**src/rtl/ps2tx_pkg.sv**
```systemverilog
package ps2tx_pkg;

    localparam int FRAME_BITS = 11;
    localparam int LAST_BIT   = FRAME_BITS - 1;
    // cycles after releasing the clock before the read-back line is trusted
    localparam int SYNC_GUARD = 3;

    typedef enum logic [1:0] {
        TX_IDLE,
        TX_QUIET,
        TX_LOW,
        TX_HIGH
    } tx_state_e;

    // frame as sent, index 0 first: start, data LSB..MSB, odd parity, stop
    function automatic logic [FRAME_BITS-1:0] build_frame(input logic [7:0] b);
        return {1'b1, ~^b, b, 1'b0};
    endfunction

endpackage

```
**src/rtl/ps2tx_line_sync.sv**
```systemverilog
module ps2tx_line_sync #(
    parameter int LINES = 2
) (
    input  logic             clk,
    input  logic             rst_n,
    input  logic [LINES-1:0] raw_i,
    output logic [LINES-1:0] sync_o
);

    for (genvar g = 0; g < LINES; g++) begin : g_line
        logic meta_q, stab_q;
        always_ff @(posedge clk or negedge rst_n) begin
            if (!rst_n) begin
                meta_q <= 1'b1;
                stab_q <= 1'b1;
            end else begin
                meta_q <= raw_i[g];
                stab_q <= meta_q;
            end
        end
        assign sync_o[g] = stab_q;
    end

endmodule

```
**src/rtl/ps2tx_chunk_buf.sv**
```systemverilog
module ps2tx_chunk_buf #(
    parameter int CHUNK_BYTES = 4,
    parameter int CNT_W       = 2
) (
    input  logic                     clk,
    input  logic                     rst_n,
    input  logic                     push_valid_i,
    input  logic [CNT_W-1:0]         push_cnt_i,
    input  logic [CHUNK_BYTES*8-1:0] push_data_i,
    output logic                     push_ready_o,
    input  logic                     done_i,
    output logic                     act_valid_o,
    output logic [CNT_W-1:0]         act_cnt_o,
    output logic [CHUNK_BYTES*8-1:0] act_data_o
);

    localparam int DW = CHUNK_BYTES * 8;

    typedef struct packed {
        logic             pend_v;
        logic [CNT_W-1:0] pend_cnt;
        logic [DW-1:0]    pend_data;
        logic             act_v;
        logic [CNT_W-1:0] act_cnt;
        logic [DW-1:0]    act_data;
    } slots_t;

    slots_t s_d, s_q;

    always_comb begin
        s_d = s_q;
        if (done_i) s_d.act_v = 1'b0;
        if ((!s_q.act_v || done_i) && s_q.pend_v) begin
            s_d.act_v    = 1'b1;
            s_d.act_cnt  = s_q.pend_cnt;
            s_d.act_data = s_q.pend_data;
            s_d.pend_v   = 1'b0;
        end
        if (push_valid_i && !s_q.pend_v) begin
            s_d.pend_v    = 1'b1;
            s_d.pend_cnt  = push_cnt_i;
            s_d.pend_data = push_data_i;
        end
    end

    always_ff @(posedge clk or negedge rst_n) begin
        if (!rst_n) s_q <= '0;
        else        s_q <= s_d;
    end

    assign push_ready_o = !s_q.pend_v;
    assign act_valid_o  = s_q.act_v;
    assign act_cnt_o    = s_q.act_cnt;
    assign act_data_o   = s_q.act_data;

endmodule

```
**src/rtl/ps2tx_framer.sv**
```systemverilog
module ps2tx_framer
    import ps2tx_pkg::*;
#(
    parameter int CNT_W    = 2,
    parameter int HALF_DIV = 8,
    parameter int IDLE_CYC = 16
) (
    input  logic             clk,
    input  logic             rst_n,
    input  logic             clk_s_i,
    input  logic             dat_s_i,
    input  logic             have_i,
    input  logic [CNT_W-1:0] last_idx_i,
    input  logic [7:0]       byte_i,
    output logic [CNT_W-1:0] byte_idx_o,
    output logic             done_o,
    output logic             clk_lo_o,
    output logic             dat_lo_o
);

    localparam int HC_W = (HALF_DIV > 1) ? $clog2(HALF_DIV) : 1;
    localparam int QC_W = (IDLE_CYC > 1) ? $clog2(IDLE_CYC) : 1;

    typedef struct packed {
        tx_state_e             st;
        logic [HC_W-1:0]       half;
        logic [3:0]            bit_idx;
        logic [CNT_W-1:0]      byte_idx;
        logic [QC_W-1:0]       quiet;
        logic [FRAME_BITS-1:0] frame;
        logic                  clk_lo;
        logic                  dat_lo;
    } fr_t;

    fr_t f_d, f_q;
    logic done_d;
    logic [3:0] nxt_bit;
    logic [FRAME_BITS-1:0] fresh;

    assign nxt_bit = f_q.bit_idx + 4'd1;
    assign fresh   = build_frame(byte_i);

    always_comb begin
        f_d    = f_q;
        done_d = 1'b0;
        unique case (f_q.st)
            TX_IDLE: begin
                if (have_i) begin
                    f_d.st       = TX_QUIET;
                    f_d.quiet    = '0;
                    f_d.byte_idx = '0;
                end
            end
            TX_QUIET: begin
                if (clk_s_i && dat_s_i) begin
                    if (f_q.quiet == QC_W'(IDLE_CYC - 1)) begin
                        f_d.st      = TX_LOW;
                        f_d.half    = '0;
                        f_d.bit_idx = '0;
                        f_d.frame   = fresh;
                        f_d.clk_lo  = 1'b1;
                        f_d.dat_lo  = ~fresh[0];
                    end else begin
                        f_d.quiet = f_q.quiet + QC_W'(1);
                    end
                end else begin
                    f_d.quiet = '0;
                end
            end
            TX_LOW: begin
                if (f_q.half == HC_W'(HALF_DIV - 1)) begin
                    f_d.st     = TX_HIGH;
                    f_d.half   = '0;
                    f_d.clk_lo = 1'b0;
                end else begin
                    f_d.half = f_q.half + HC_W'(1);
                end
            end
            TX_HIGH: begin
                if (f_q.half >= HC_W'(SYNC_GUARD) && !clk_s_i &&
                    f_q.bit_idx != 4'(LAST_BIT)) begin
                    // host inhibit inside the frame: drop everything, restart chunk
                    f_d.st       = TX_QUIET;
                    f_d.quiet    = '0;
                    f_d.byte_idx = '0;
                    f_d.clk_lo   = 1'b0;
                    f_d.dat_lo   = 1'b0;
                end else if (f_q.half == HC_W'(HALF_DIV - 1)) begin
                    f_d.half = '0;
                    if (f_q.bit_idx != 4'(LAST_BIT)) begin
                        f_d.st      = TX_LOW;
                        f_d.bit_idx = nxt_bit;
                        f_d.clk_lo  = 1'b1;
                        f_d.dat_lo  = ~f_q.frame[nxt_bit];
                    end else if (f_q.byte_idx == last_idx_i) begin
                        f_d.st = TX_IDLE;
                        done_d = 1'b1;
                    end else begin
                        f_d.st       = TX_QUIET;
                        f_d.quiet    = '0;
                        f_d.byte_idx = f_q.byte_idx + CNT_W'(1);
                    end
                end else begin
                    f_d.half = f_q.half + HC_W'(1);
                end
            end
            default: f_d.st = TX_IDLE;
        endcase
    end

    always_ff @(posedge clk or negedge rst_n) begin
        if (!rst_n) begin
            f_q    <= '0;
            f_q.st <= TX_IDLE;
        end else begin
            f_q <= f_d;
        end
    end

    assign byte_idx_o = f_q.byte_idx;
    assign done_o     = done_d;
    assign clk_lo_o   = f_q.clk_lo;
    assign dat_lo_o   = f_q.dat_lo;

endmodule

```
**src/rtl/ps2_dev_tx.sv**
```systemverilog
module ps2_dev_tx #(
    parameter int CHUNK_BYTES = 4,
    parameter int HALF_DIV    = 8,
    parameter int IDLE_CYC    = 16,
    localparam int CNT_W      = (CHUNK_BYTES > 1) ? $clog2(CHUNK_BYTES) : 1,
    localparam int DW         = CHUNK_BYTES * 8
) (
    input  logic             clk,
    input  logic             rst_n,
    input  logic             push_valid_i,
    input  logic [CNT_W-1:0] push_cnt_i,
    input  logic [DW-1:0]    push_data_i,
    output logic             push_ready_o,
    input  logic             ps2_clk_i,
    input  logic             ps2_dat_i,
    output logic             ps2_clk_lo_o,
    output logic             ps2_dat_lo_o,
    output logic             busy_o
);

    logic [1:0]       line_s;
    logic             act_v, done;
    logic [CNT_W-1:0] act_cnt, byte_idx;
    logic [DW-1:0]    act_data;
    logic [7:0]       cur_byte;

    ps2tx_line_sync #(.LINES(2)) u_sync (
        .clk    (clk),
        .rst_n  (rst_n),
        .raw_i  ({ps2_dat_i, ps2_clk_i}),
        .sync_o (line_s)
    );

    ps2tx_chunk_buf #(.CHUNK_BYTES(CHUNK_BYTES), .CNT_W(CNT_W)) u_buf (
        .clk          (clk),
        .rst_n        (rst_n),
        .push_valid_i (push_valid_i),
        .push_cnt_i   (push_cnt_i),
        .push_data_i  (push_data_i),
        .push_ready_o (push_ready_o),
        .done_i       (done),
        .act_valid_o  (act_v),
        .act_cnt_o    (act_cnt),
        .act_data_o   (act_data)
    );

    assign cur_byte = act_data[{byte_idx, 3'b000} +: 8];

    ps2tx_framer #(.CNT_W(CNT_W), .HALF_DIV(HALF_DIV), .IDLE_CYC(IDLE_CYC)) u_framer (
        .clk        (clk),
        .rst_n      (rst_n),
        .clk_s_i    (line_s[0]),
        .dat_s_i    (line_s[1]),
        .have_i     (act_v),
        .last_idx_i (act_cnt),
        .byte_i     (cur_byte),
        .byte_idx_o (byte_idx),
        .done_o     (done),
        .clk_lo_o   (ps2_clk_lo_o),
        .dat_lo_o   (ps2_dat_lo_o)
    );

    assign busy_o = act_v;

endmodule

```
**config.mk**
```make
export PLATFORM = sky130hd
export DESIGN_NAME = ps2_dev_tx
export DESIGN_NICKNAME = d
export VERILOG_FILES = /design/src/rtl/ps2tx_pkg.sv /design/src/rtl/ps2tx_line_sync.sv /design/src/rtl/ps2tx_chunk_buf.sv /design/src/rtl/ps2tx_framer.sv /design/src/rtl/ps2_dev_tx.sv
export SDC_FILE = /design/constraint.sdc
export NUM_CORES = 1
export LEC_CHECK = 0
export ABC_AREA = 1
export BUFFER_PORTS_ARGS = -buffer_cell sky130_fd_sc_hd__buf_2
export CAP_MARGIN = 10
export CELL_PAD_IN_SITES_DETAIL_PLACEMENT = 1
export CELL_PAD_IN_SITES_GLOBAL_PLACEMENT = 1
export CORE_MARGIN = 4
export CORE_UTILIZATION = 35
export DETAILED_ROUTE_END_ITERATION = 10
export GPL_ROUTABILITY_DRIVEN = 1
export PLACE_DENSITY_LB_ADDON = 0.1
export SYNTH_ARGS = -nofsm -noshare
export SYNTH_HDL_FRONTEND = slang
export SYNTH_SLANG_ARGS = --single-unit
```
**constraint.sdc**
```tcl
create_clock -name clk -period 2.8 [get_ports clk]
set_clock_uncertainty 0.05 [all_clocks]
set_input_delay 0.28 -clock clk [delete_from_list [all_inputs] [get_ports clk]]
set_output_delay 0.28 -clock clk [all_outputs]
set_load 0.05 [all_outputs]
```
Yosys cells after proc, flatten, opt, wreduce, memory -nomap -nowiden
Index checks and enable logic that the tools add are counted.

storage, ports and cells
  bits in registers = 101
  output and inout port bits = 4
  input port bits = 39
  logic and storage cells = 112

cells by class
  add/sub/neg operators = 4
  reductions and logical operators = 25
  magnitude comparators = 2
  muxes and demuxes = 42
  shift-type cells = 1
  equal/unequal tests = 19
  bitwise operators = 1

operators by type and width
  operator               count
  $mux W35               2
  $shiftx A32 B6 Y8      1
  $mux W6                4
  $mux W2                10
  $mux W9                2
  $reduce_and A6 Y1      3
  $reduce_and A5 Y1      3
  $mux W4                3
  $pmux W4 S3            1
  $mux W1                10
  $mux W10               1
  $ne A2 B1 Y1 const B   5
  $pmux W3 S3            1
  $add A4 B1 Y4 const B  2
  $pmux W2 S4            1
  $pmux W4 S2            1
  $reduce_bool A2 Y1     4
  $reduce_xnor A8 Y1     1
  $mux W7                1
  $ne A3 B1 Y1 const B   2
  $ne A3 B3 Y1 const B   2
  $reduce_bool A3 Y1     2
  $logic_and A1 B1 Y1    5
  $lt A4 B5 Y1 const B   1
  22 further kinds       26

Longest topological paths before layout
Gate-level depths: netlist (run 1).

  word-level depth = 10
  gate-level depth with buffers = 13
  gate-level depth less buffers = 13

Hierarchy
Synthesis (run 1) repeated with hierarchy kept, for this count alone.

unflattened totals
  cells, all modules = 689
  area, all modules = 5565.3 um^2

modules (own cells, without submodules)
  module           area each (um^2)  cells an instance  sequential area each (um^2)  times used
  ps2tx_chunk_buf  3234.4            336                1751.7                       1
  ps2tx_framer     1815.5            253                675.6                        1
  ps2_dev_tx       395.4             94                 0.0                          1
  ps2tx_line_sync  120.1             6                  105.1                        1

Worst setup path after synthesis (run 1)
Ideal clock, no wire load.

  path type = reg2reg
  start = register u_framer.f_q[19] in the netlist's numbering
  end = register u_buf.s_q, in the netlist u_buf.act_data_o[30]
  cell stages (with the launch flop) = 12
  period minus slack after synthesis = 1819 ps
  buffers on the path = 2
  setup time = 117 ps
  required time = 2633 ps
  path slack = 981 ps
  arrival = 1652 ps
  cells stage by stage = dfrtp_1 > buf_2 > inv_1 > ha_1 > nand3_2 > inv_1 > nand4_1 > o21ai_2 > nand2_2 > buf_4 > nand2_1 > o21ai_2

between the ends
  word-level cells in the longest chain between the ends = 7
  elaborated cells on any way between the ends = 8
  classes of those cells = eq/ne: 1; mux: 4; reduce/logical: 3

ends and longest elaborated chain
  item                    RTL line                                source
  start: declaration      ps2tx_framer.sv:35                      fr_t f_d, f_q;
  $ne A4 B4 Y1 *          ps2tx_framer.sv:81, ps2tx_framer.sv:90
  $mux W1                 ps2tx_framer.sv:90                      if (f_q.bit_idx != 4'(LAST_BIT)) begin
  $mux W1                 ps2tx_framer.sv:88                      end else if (f_q.half == HC_W'(HALF_DIV - 1)) begin
  $mux W1 *               ps2tx_framer.sv:80                      if (f_q.half >= HC_W'(SYNC_GUARD) && !clk_s_i &&
  $mux W1 *               ps2tx_framer.sv:46                      unique case (f_q.st)
  $logic_or A1 B1 Y1 *    ps2tx_chunk_buf.sv:33                   if ((!s_q.act_v || done_i) && s_q.pend_v) begin
  $logic_and A1 B1 Y1 *   ps2tx_chunk_buf.sv:33
  end signal: assignment  ps2tx_chunk_buf.sv:47                   if (!rst_n) s_q <= '0;
  end signal: assignment  ps2tx_chunk_buf.sv:48                   else s_q <= s_d;
  end: declaration        ps2tx_chunk_buf.sv:28                   slots_t s_d, s_q;

Every way passes the cells marked *; elsewhere a longest branch is shown, timed or not.
A chain may end at the register's enable or synchronous reset.

Final worst setup path (run 1)
  start = register u_framer.f_q[19] in the netlist's numbering
  end = register u_buf.s_q, in the netlist u_buf.act_data_o[15]

Same word-level chain as after synthesis.

==> run_results.csv, run 1 <==
group,metric,value,unit
synthesis,synth_cells,565,
synthesis,synth_edf_count,0,
synthesis,synth_top_family_by_area,"simple AND/OR/NAND/NOR gates",
setup_path,cp_top_family,"buffers and inverters",
cts,clockBufferDepth,2,
die,die_height,125,µm
setup_path,path_buf_inv,3,
setup_path,slowest_stage,"dfrtp_1",
sta,drv_slew,0,
setup_path,crit_chain,"inv_1, ha_1, nand3_2, inv_1, nand4_1, o21ai_2, nand2_2, buf_4, nand2_1, o21ai_2",
setup_path,path_class,"flop to flop",
cells_and_area,multi_input_area,0.00196,mm²
routing,drc,0,
cts,cts.sinks,101,
sta,setup_violations,0,
job,cap_violations,0,
setup_path,max_stage_delay,0.48,ns
synthesis,synth.distinct_cells,33,
cells_and_area,fin_util,41.2,%
synthesis,seq_area_frac_synth,52.5,%
routing,firstDrtPassIters,4,
place,place_inst,769,
sta,hold_ws,0.116,ns
routing,vias_per_cell,4.71,
power,total_power,3.23,mW
synthesis,synth_seq_cells,101,
cells_and_area,fillers,1614,
setup_path,setup.worst_path.end_class,"flop",
die,die_x,125,µm
die,initial_core_util,36.1,%
cts,insertion_delay,0.34,ns
synthesis,yosysWarningCount,0,
synthesis,synth_mux_area_share,3.50,%
global_routing,grt_pass1_wl,19.1,mm
cts,ctsResizeCount,0,
synthesis,syn_nets,614,
power,irDropWorstVdd,0.000347,V
setup_path,worstPathRequired,2.97,ns
routing,wl_per_cell,14.1,µm
die,ios,43,
setup_path,rr_startpoint,"u_framer.f_q[19]$_DFFE_PN0P_",
power,p_per_area,588,mW/mm²
place,numPortBuffers,42,
sta,fmax,0.464,GHz
die,placement_rows,42,
sta,relSlewSlack,55.5,%
synthesis,ys.flop_type,"dfrtp_1",
synthesis,synth-adder-area-share,2.60,%
cts,cts_tree,"done",
cells_and_area,finalNonFillerCells,786,
setup_path,crit_start,"u_framer.f_q[19]$_DFFE_PN0P_",
cts,cts-buffers-inserted,9,
die,core_area,0.0133,mm²
synthesis,avgSynthCellArea,8.53,µm²
place,hpwl,8.18,mm
setup_path,cp.arrival,2.32,ns
cells_and_area,regArea,0.00253,mm²
sta,finalCritPeriodShare,76.9,%
cts,htreeDepth,3,
cells_and_area,final_nets,656,
setup_path,start_kind,"flop",
sta,tightest_slew,0.665,ns
setup_path,worstPathMaxFanout,34,
cells_and_area,area_growth,14.1,%
cells_and_area,antenna_cells,0,
hold_path,holdCritPathClass,"primary input to flop",
global_routing,grt_max_degree,62,
cells_and_area,drive_above_1_share,17.5,%
global_routing,grt_use_total,14.9,%
outcome,status,"finished, final reports clean",
hold_path,holdCritStartpoint,"push_data_i[4]",
sta,hold_violations,0,
global_routing,grt_overflow,0,
sta,grt_setup_unrepaired,"false",
synthesis,synthXorXnorAreaFrac,1.43,%
routing,drt-initial-drc-count,158,
setup_path,rrSetupSlack,0.65,ns
die,die_area,0.0157,mm²
global_routing,grt_pass1_vias,3916,
cts,root_buffer,"clkbuf_16",
power,leakagePower,2.88,nW
sta,post-route-min-period,2.15,ns
routing,wirelength,11.0,mm
routing,drt.antenna.violating_nets,0,
routing,vias,3700,
place,gp_congestion,0.815,
sta,tns,0,ns
synthesis,synth_async_sr_flop_share,100,%
synthesis,synth_compound_area_share,9.34,%
global_routing,antenna_found_initial,0,
cts,clkTransAtPathRegs,0.07,ns
synthesis,synth_area,0.00482,mm²
synthesis,synth-simple-area-share,23.7,%
synthesized netlist by cell type, types with 4 or more instances:
cell / number / area share, %
o21ai_0: 32 / 3.3
mux2_2: 15 / 3.5
inv_1: 49 / 3.8
nor2_1: 37 / 2.9
buf_2: 9 / 0.93
nand3_1: 35 / 3.6
nand2_2: 4 / 0.52
buf_4: 5 / 0.78
dfstp_2: 4 / 2.2
o21ai_2: 10 / 1.8
dfrtp_1: 97 / 50
ha_1: 10 / 2.6
o21ai_1: 10 / 1.0
a21oi_1: 22 / 2.3
nand2_1: 192 / 15
worst reg2reg max path, delay by kind of cell, from the launching register on:
family | cells | cell delay, ns
flip-flops | 1 | 0.48
AND/OR/NAND/NOR | 4 | 0.50
buffers and inverters | 3 | 0.57
adder cells (fa/ha/maj) | 1 | 0.19
AO/OA/AOI/OAI | 2 | 0.24
report_power, final:
part | internal (mW) | total, mW | switching, mW
Sequential | 1.63 | 1.70 | 0.0644
Clock | 0.711 | 1.24 | 0.533
Combinational | 0.129 | 0.290 | 0.161
layout by cell type, fill, tap and decap left out, drive strengths merged, types with 2 or more instances in the layout:
cell and n:
dfrtp 97, o21ai 52, nor2 37, dfstp 4
or2 3, ha 10, o22ai 2, mux2 15
o211ai 2, nand2 197, inv 53, a21oi 22
nor3 2, xor2 3, clkbuf 11, buf 48
xnor2 4, dlygate4sd3 3, nand3 38
per-stage QoR:
step | instance area, µm² | setup slack [ns]
floorplan | 4820 | 0.981
global placement | 5180 | 0.704
detailed placement | 5180 | 0.645
CTS | 5500 | 0.621
global route | 5500 | 0.439
finish | 5500 | 0.647
kinds of logic (layout without fill, tap and decap cells):
group / Yosys count / after routing
XOR/XNOR: 7 / 7
AND/OR/NAND/NOR: 279 / 279
flip-flops: 101 / 101
buffers and inverters: 73 / 118
adder cells (fa/ha/maj): 10 / 10
AO/OA/AOI/OAI: 80 / 80
multiplexers: 15 / 15
final timing paths:
path                                                          end  cells after the start
worst max-delay path             u_buf.act_data_o[15]$_DFFE_PN0P_                     10
worst min-delay path                    u_buf.s_q[39]$_DFFE_PN0P_                      2
worst max register to register   u_buf.act_data_o[15]$_DFFE_PN0P_                     10
worst min register to register  u_sync.g_line[0].stab_q$_DFF_PN1_                      0
max in group asynchronous         u_buf.act_data_o[7]$_DFFE_PN0P_                      3
min in group asynchronous            u_framer.f_q[24]$_DFFE_PN0P_                      2
routing by layer:
| metal | up-vias | global-route usage (%) | share of wire [%] |
|---|---|---|---|
| met5 | - | 0 | 0 |
| met4 | 0 | 5.55 | 1.7 |
| met3 | 11 | 2.39 | 2.2 |
| met2 | 33 | 25.2 | 49 |
| met1 | 1783 | 19.3 | 48 |
| li1 | 1873 | - | - |
state kept, by name, summed over array words and instances (netlist names):
signal / flops
u_framer.dat_lo_o: 1
u_sync.g_line.meta_q: 2
u_buf.act_valid_o: 1
u_buf.act_cnt_o: 2
u_sync.g_line.stab_q: 2
u_framer.f_q: 23
u_buf.s_q: 35
u_framer.byte_idx_o: 2
u_buf.act_data_o: 32
u_framer.clk_lo_o: 1
what timing repair did:
| action | 4_1_cts | 5_1_grt |
|---|---|---|
| endpoints found under the setup margin | 0 | 0 |
| endpoints found under the hold margin | 38 | 0 |
| hold buffers | 3 | 0 |
| setup buffers | 0 | 0 |
final cells by class:
class                           count  share of cell area [%]
Sequential cell                   101                    46.0
Multi-Input combinational cell    391                    35.6
Tap cell                          176                    4.00
Inverter                           53                    3.64
Clock buffer                       11                    4.41
Clock inverter                      3                   0.841
Timing Repair Buffer               51                    5.46
Power figures use the tool's default switching activity.
==> run 2: changes to the inputs <==
==> constraint.sdc (replaced) <==
create_clock -name clk -period 2.2 [get_ports clk]
set_clock_uncertainty 0.05 [all_clocks]
set_input_delay 0.22 -clock clk [delete_from_list [all_inputs] [get_ports clk]]
set_output_delay 0.22 -clock clk [all_outputs]
set_load 0.05 [all_outputs]
==> run_results.csv, run 2 (synthesis results as in run 1) <==
group,metric,value,unit
outcome,status,"finished, final reports clean",
global_routing,grt_use_total,15.4,%
place,gp_congestion,0.800,
routing,wl_per_cell,14.2,µm
routing,drc,0,
cts,clockBufferDepth,2,
cts,insertion_delay,0.35,ns
power,p_per_area,733,mW/mm²
routing,drt-initial-drc-count,133,
routing,vias,3771,
place,numPortBuffers,42,
setup_path,setup.worst_path.end_class,"flop",
sta,drv_slew,0,
sta,setup_violations,0,
cts,cts-buffers-inserted,9,
sta,hold_violations,0,
sta,setup_slack,0.153,ns
die,initial_core_util,36.1,%
die,die_area,0.0157,mm²
hold_path,whs_path_depth,2,
job,cap_violations,0,
global_routing,met3_usage,3.54,%
place,pre_cts_slack,0.0590,ns
die,placement_rows,42,
global_routing,grt_use_met1,20.3,%
setup_path,worst-r2r-cell-count,12,
setup_path,worstPathRequired,2.41,ns
global_routing,grt_pass1_vias,4013,
die,core_area,0.0133,mm²
routing,vias_per_cell,4.73,
cts,root_buffer,"clkbuf_16",
setup_path,cp.arrival,2.26,ns
power,leakagePower,2.93,nW
sta,finalCritPeriodShare,93.1,%
sta,tightest_slew,0.536,ns
global_routing,grt_max_degree,47,
setup_path,path_class,"flop to flop",
setup_path,crit_chain,"ha_1, ha_1, nor2_1, nand2_2, nand3_4, nand2_1, or2_2, nand2_4, inv_2, nand3_2, nand2_1, o21ai_0",
cells_and_area,largest_register_ffs,35,
die,die_height,125,µm
global_routing,grt_pass1_wl,19.7,mm
global_routing,met2_usage,25.2,%
cts,htreeDepth,3,
cells_and_area,drive_above_1_share,19.3,%
cells_and_area,area_growth,15.6,%
cells_and_area,final_cell_mix,"nand2_1, dfrtp_1, inv_1",
cells_and_area,antenna_cells,0,
setup_path,worstPathMaxFanout,7,
sta,post-route-min-period,2.05,ns
routing,wirelength,11.3,mm
routing,drt.antenna.violating_nets,0,
cells_and_area,fin_util,41.8,%
setup_path,slowest_stage,"dfrtp_1",
sta,fmax,0.488,GHz
cts,cts.sinks,101,
cts,clkTransAtPathRegs,0.07,ns
global_routing,grt_overflow,0,
cells_and_area,finalNonFillerCells,797,
die,ios,43,
setup_path,start_kind,"flop",
cells_and_area,final_nets,665,
cells_and_area,top_register,"u_buf.s_q",
place,place_inst,776,
global_routing,grt_most_used_layer,"met2",
power,irDropWorstVdd,0.000571,V
setup_path,max_stage_delay,0.40,ns
routing,firstDrtPassIters,4,
hold_path,holdCritPathClass,"primary input to flop",
cts,cts_tree,"done",
place,hpwl,8.46,mm
die,die_x,125,µm
sta,relSlewSlack,64.3,%
global_routing,antenna_found_initial,0,
cells_and_area,mostFrequentLayoutCell,"nand2_1",
[run 2: cell count changes in the layout (fill, tap and decap cells not counted), sizes merged]
cell      before  now
inv           53   57
clkinv         1    2
buf           48   57
clkbuf        11   10
bufinv         1    0
clkinvlp       1    0
[run 2: repair_timing]
action / CTS / global route
endpoints found under the setup margin: 0 / 9
endpoints found under the hold margin: 36 / 0
hold buffers: 3 / 0
resized for setup: 0 / 4
buffers inserted: 0 / 2
[run 2: critical path, delay by kind of cell (launching register included)]
family / cells / cell delay, ns
flops: 1 / 0.40
buf+inv: 1 / 0.07
compound gates: 1 / 0.08
simple gates: 8 / 0.93
fa+ha+maj: 2 / 0.42
[run 2: per-layer routing]
| metal | share of wire [%] | vias to the layer above | routed length (µm) |
|---|---|---|---|
| met1 | 47 | 1819 | 5350 |
| met5 | 0 | - | 0 |
| li1 | - | 1887 | - |
| met3 | 2.9 | 15 | 324 |
| met4 | 1.8 | 0 | 199 |
| met2 | 48 | 50 | 5460 |
[run 2: per-stage QoR]
step,hold slack [ns],setup TNS [ns],total power [mW],cell area [µm²]
floorplan,-0.126,0,2.42,4820
global placement,0.199,0,2.57,5240
detailed placement,0.199,0,2.59,5240
CTS,0.0259,0,4.16,5550
global route,0.0302,-0.00773,4.31,5570
finish,0.0438,0,4.08,5570
[run 2: final timing paths]
kind,start,endpoint,slack [ns]
setup / recovery,u_framer.f_q[23]$_DFFE_PN0P_,u_framer.byte_idx_o[0]$_DFFE_PN0P_,0.15
hold / removal,push_cnt_i[1],u_buf.s_q[68]$_DFFE_PN0P_,0.04
setup reg to reg,u_framer.f_q[23]$_DFFE_PN0P_,u_framer.byte_idx_o[0]$_DFFE_PN0P_,0.15
hold reg to reg,u_sync.g_line[0].meta_q$_DFF_PN1_,u_sync.g_line[0].stab_q$_DFF_PN1_,0.31
max in group asynchronous,rst_n,u_buf.s_q[36]$_DFFE_PN0P_,1.12
min in group asynchronous,rst_n,u_framer.f_q[24]$_DFFE_PN0P_,0.34
[run 2: power by group]
group | total, mW | internal, mW | switching, mW
logic | 0.375 | 0.167 | 0.209
clock network | 1.54 | 0.791 | 0.750
registers | 2.17 | 2.08 | 0.0875
[run 2: cell type report]
cell class / instances / area (µm²)
clock buffer: 10 / 229
clock inverter: 6 / 51.3
fill: 1618 / 7770
inverter: 53 / 200
multi-input combinational: 391 / 1970
sequential: 101 / 2530
tap: 176 / 220
timing repair buffer: 60 / 368
==> run 3: changes to the inputs <==
--- a/config.mk
+++ b/config.mk
@@ -10,7 +10,6 @@
 export CAP_MARGIN = 10
 export CELL_PAD_IN_SITES_DETAIL_PLACEMENT = 1
 export CELL_PAD_IN_SITES_GLOBAL_PLACEMENT = 1
-export CORE_MARGIN = 4
 export CORE_UTILIZATION = 35
 export DETAILED_ROUTE_END_ITERATION = 10
 export GPL_ROUTABILITY_DRIVEN = 1
==> run_results.csv, run 3 (synthesis results as in run 1) <==
group,metric,value,unit
setup_path,start_kind,"flop",
cells_and_area,largest_register_ffs,35,
hold_path,whs_path_depth,2,
place,placed_area,0.00526,mm²
routing,wl_per_cell,13.8,µm
hold_path,holdCritPathClass,"primary input to flop",
setup_path,rrSetupSlack,0.14,ns
setup_path,cp.arrival,2.23,ns
cells_and_area,mostFrequentLayoutCell,"nand2_1",
cells_and_area,fin_util,42.0,%
cts,clockBufferDepth,2,
cts,post_cts_buffers,0,
global_routing,grt_max_degree,102,
power,leakagePower,2.94,nW
routing,vias,3728,
cells_and_area,final_nets,666,
setup_path,crit_start,"u_framer.f_q[23]$_DFFE_PN0P_",
place,hpwl,8.08,mm
cells_and_area,fillers,1617,
power,total_power,4.19,mW
sta,grt_setup_unrepaired,"false",
sta,hold_violations,0,
die,initial_core_util,36.1,%
setup_path,path_buf_inv,0,
cells_and_area,antenna_cells,0,
cts,cts.sinks,101,
sta,setup_slack,0.144,ns
die,placement_rows,42,
cells_and_area,top_register,"u_buf.s_q",
global_routing,grt_use_total,17.4,%
routing,drc,0,
cts,cts_tree,"done",
setup_path,worstReg2RegEnd,"u_framer.f_q[27]$_DFFE_PN0P_",
sta,post-route-min-period,2.06,ns
setup_path,max_stage_delay,0.41,ns
global_routing,grt_pass1_wl,19.4,mm
global_routing,grt_pass1_vias,3976,
place,place_inst,779,
power,irDropWorstVdd,0.000426,V
power,p_per_area,748,mW/mm²
die,die_x,119,µm
cts,root_buffer,"clkbuf_16",
die,die_height,119,µm
sta,setup_violations,0,
routing,vias_per_cell,4.67,
cells_and_area,multi_input_area,0.00196,mm²
cells_and_area,regArea,0.00253,mm²
cells_and_area,final_cell_area,0.00560,mm²
cts,insertion_delay,0.35,ns
cells_and_area,drive_above_1_share,19.3,%
global_routing,grt_overflow,0,
job,cap_violations,0,
sta,tightest_slew,0.659,ns
outcome,status,"finished, final reports clean",
die,ios,43,
sta,fmax,0.486,GHz
setup_path,worstPathRequired,2.37,ns
setup_path,worst-r2r-cell-count,11,
setup_path,crit_chain,"ha_1, ha_1, nor2_1, nand2_1, nand3_2, nand2_1, or2_2, nand2_4, nor2_1, nand3_1, o21ai_0",
place,gp_congestion,0.820,
sta,tns,0,ns
die,die_area,0.0142,mm²
sta,drv_slew,0,
sta,relSlewSlack,55.9,%
setup_path,path_class,"flop to flop",
setup_path,setup.worst_path.end_class,"flop",
cells_and_area,final_cell_mix,"nand2_1, dfrtp_1, inv_1",
cts,clkTransAtPathRegs,0.07,ns
hold_path,min_to,"u_buf.s_q[68]$_DFFE_PN0P_",
setup_path,worstPathMaxFanout,7,
setup_path,slowest_stage,"dfrtp_1",
cells_and_area,finalNonFillerCells,798,
hold_path,holdCritStartpoint,"push_cnt_i[1]",
routing,drt.antenna.violating_nets,0,
global_routing,antenna_found_initial,0,
routing,firstDrtPassIters,4,
routing,wirelength,11.0,mm
cells_and_area,area_growth,16.2,%
cts,cts-buffers-inserted,9,
routing,drt-initial-drc-count,126,
setup_path,rr_startpoint,"u_framer.f_q[23]$_DFFE_PN0P_",
sta,hold_ws,0.0457,ns
die,core_area,0.0133,mm²
place,pre_cts_slack,0.0863,ns
cts,htreeDepth,3,
sta,finalCritPeriodShare,93.4,%
place,numPortBuffers,42,
setup_path,cp_top_family,"simple AND/OR/NAND/NOR gates",
-- run 3: cell types whose count changed in the layout (fill, tap and decap cells not counted), sizes merged --
cell | previous run | this run
clkinv | 2 | 5
inv | 57 | 53
bufinv | 0 | 1
buf | 57 | 58
-- run 3: area by class of cell --
cell class	instances	share of cell area [%]
Multi-Input combinational cell	391	35.0
Clock buffer	10	4.09
Clock inverter	6	1.50
Timing Repair Buffer	61	6.70
Tap cell	176	3.93
Inverter	53	3.57
Sequential cell	101	45.2
-- run 3: per-layer routing --
layer / GRT usage (%) / share of wire (%) / up-vias
met5: 0 / 0 / -
li1: - / - / 1892
met2: 29.0 / 49 / 44
met4: 6.25 / 1.8 / 0
met1: 22.1 / 47 / 1780
met3: 3.64 / 2.3 / 12
-- run 3: worst max-delay path by stage --
stage                                          to  slack, ns  depth (start not counted)
2_1_floorplan    u_buf.act_data_o[30]$_DFFE_PN0P_       0.38                         11
3_3_place_gp         u_framer.f_q[14]$_DFFE_PN0P_       0.14                         11
3_5_place_dp         u_framer.f_q[15]$_DFFE_PN0P_       0.09                         11
4_1_cts              u_framer.f_q[14]$_DFFE_PN0P_       0.07                         11
5_1_grt        u_framer.byte_idx_o[1]$_DFFE_PN0P_      0.002                         12
6_report             u_framer.f_q[27]$_DFFE_PN0P_       0.14                         11
-- run 3: repair_timing --
action / 4_1_cts / 5_1_grt
endpoints found under the hold margin: 99 / 0
resized for setup: 0 / 2
setup endpoints to repair: 0 / 4
hold buffers: 3 / 0
-- run 3: power by group --
part	leakage [nW]	total (mW)	internal, mW	switching [mW]
clock network	0.152	1.65	0.906	0.740
registers	1.19	2.17	2.08	0.0890
logic	1.60	0.377	0.167	0.210
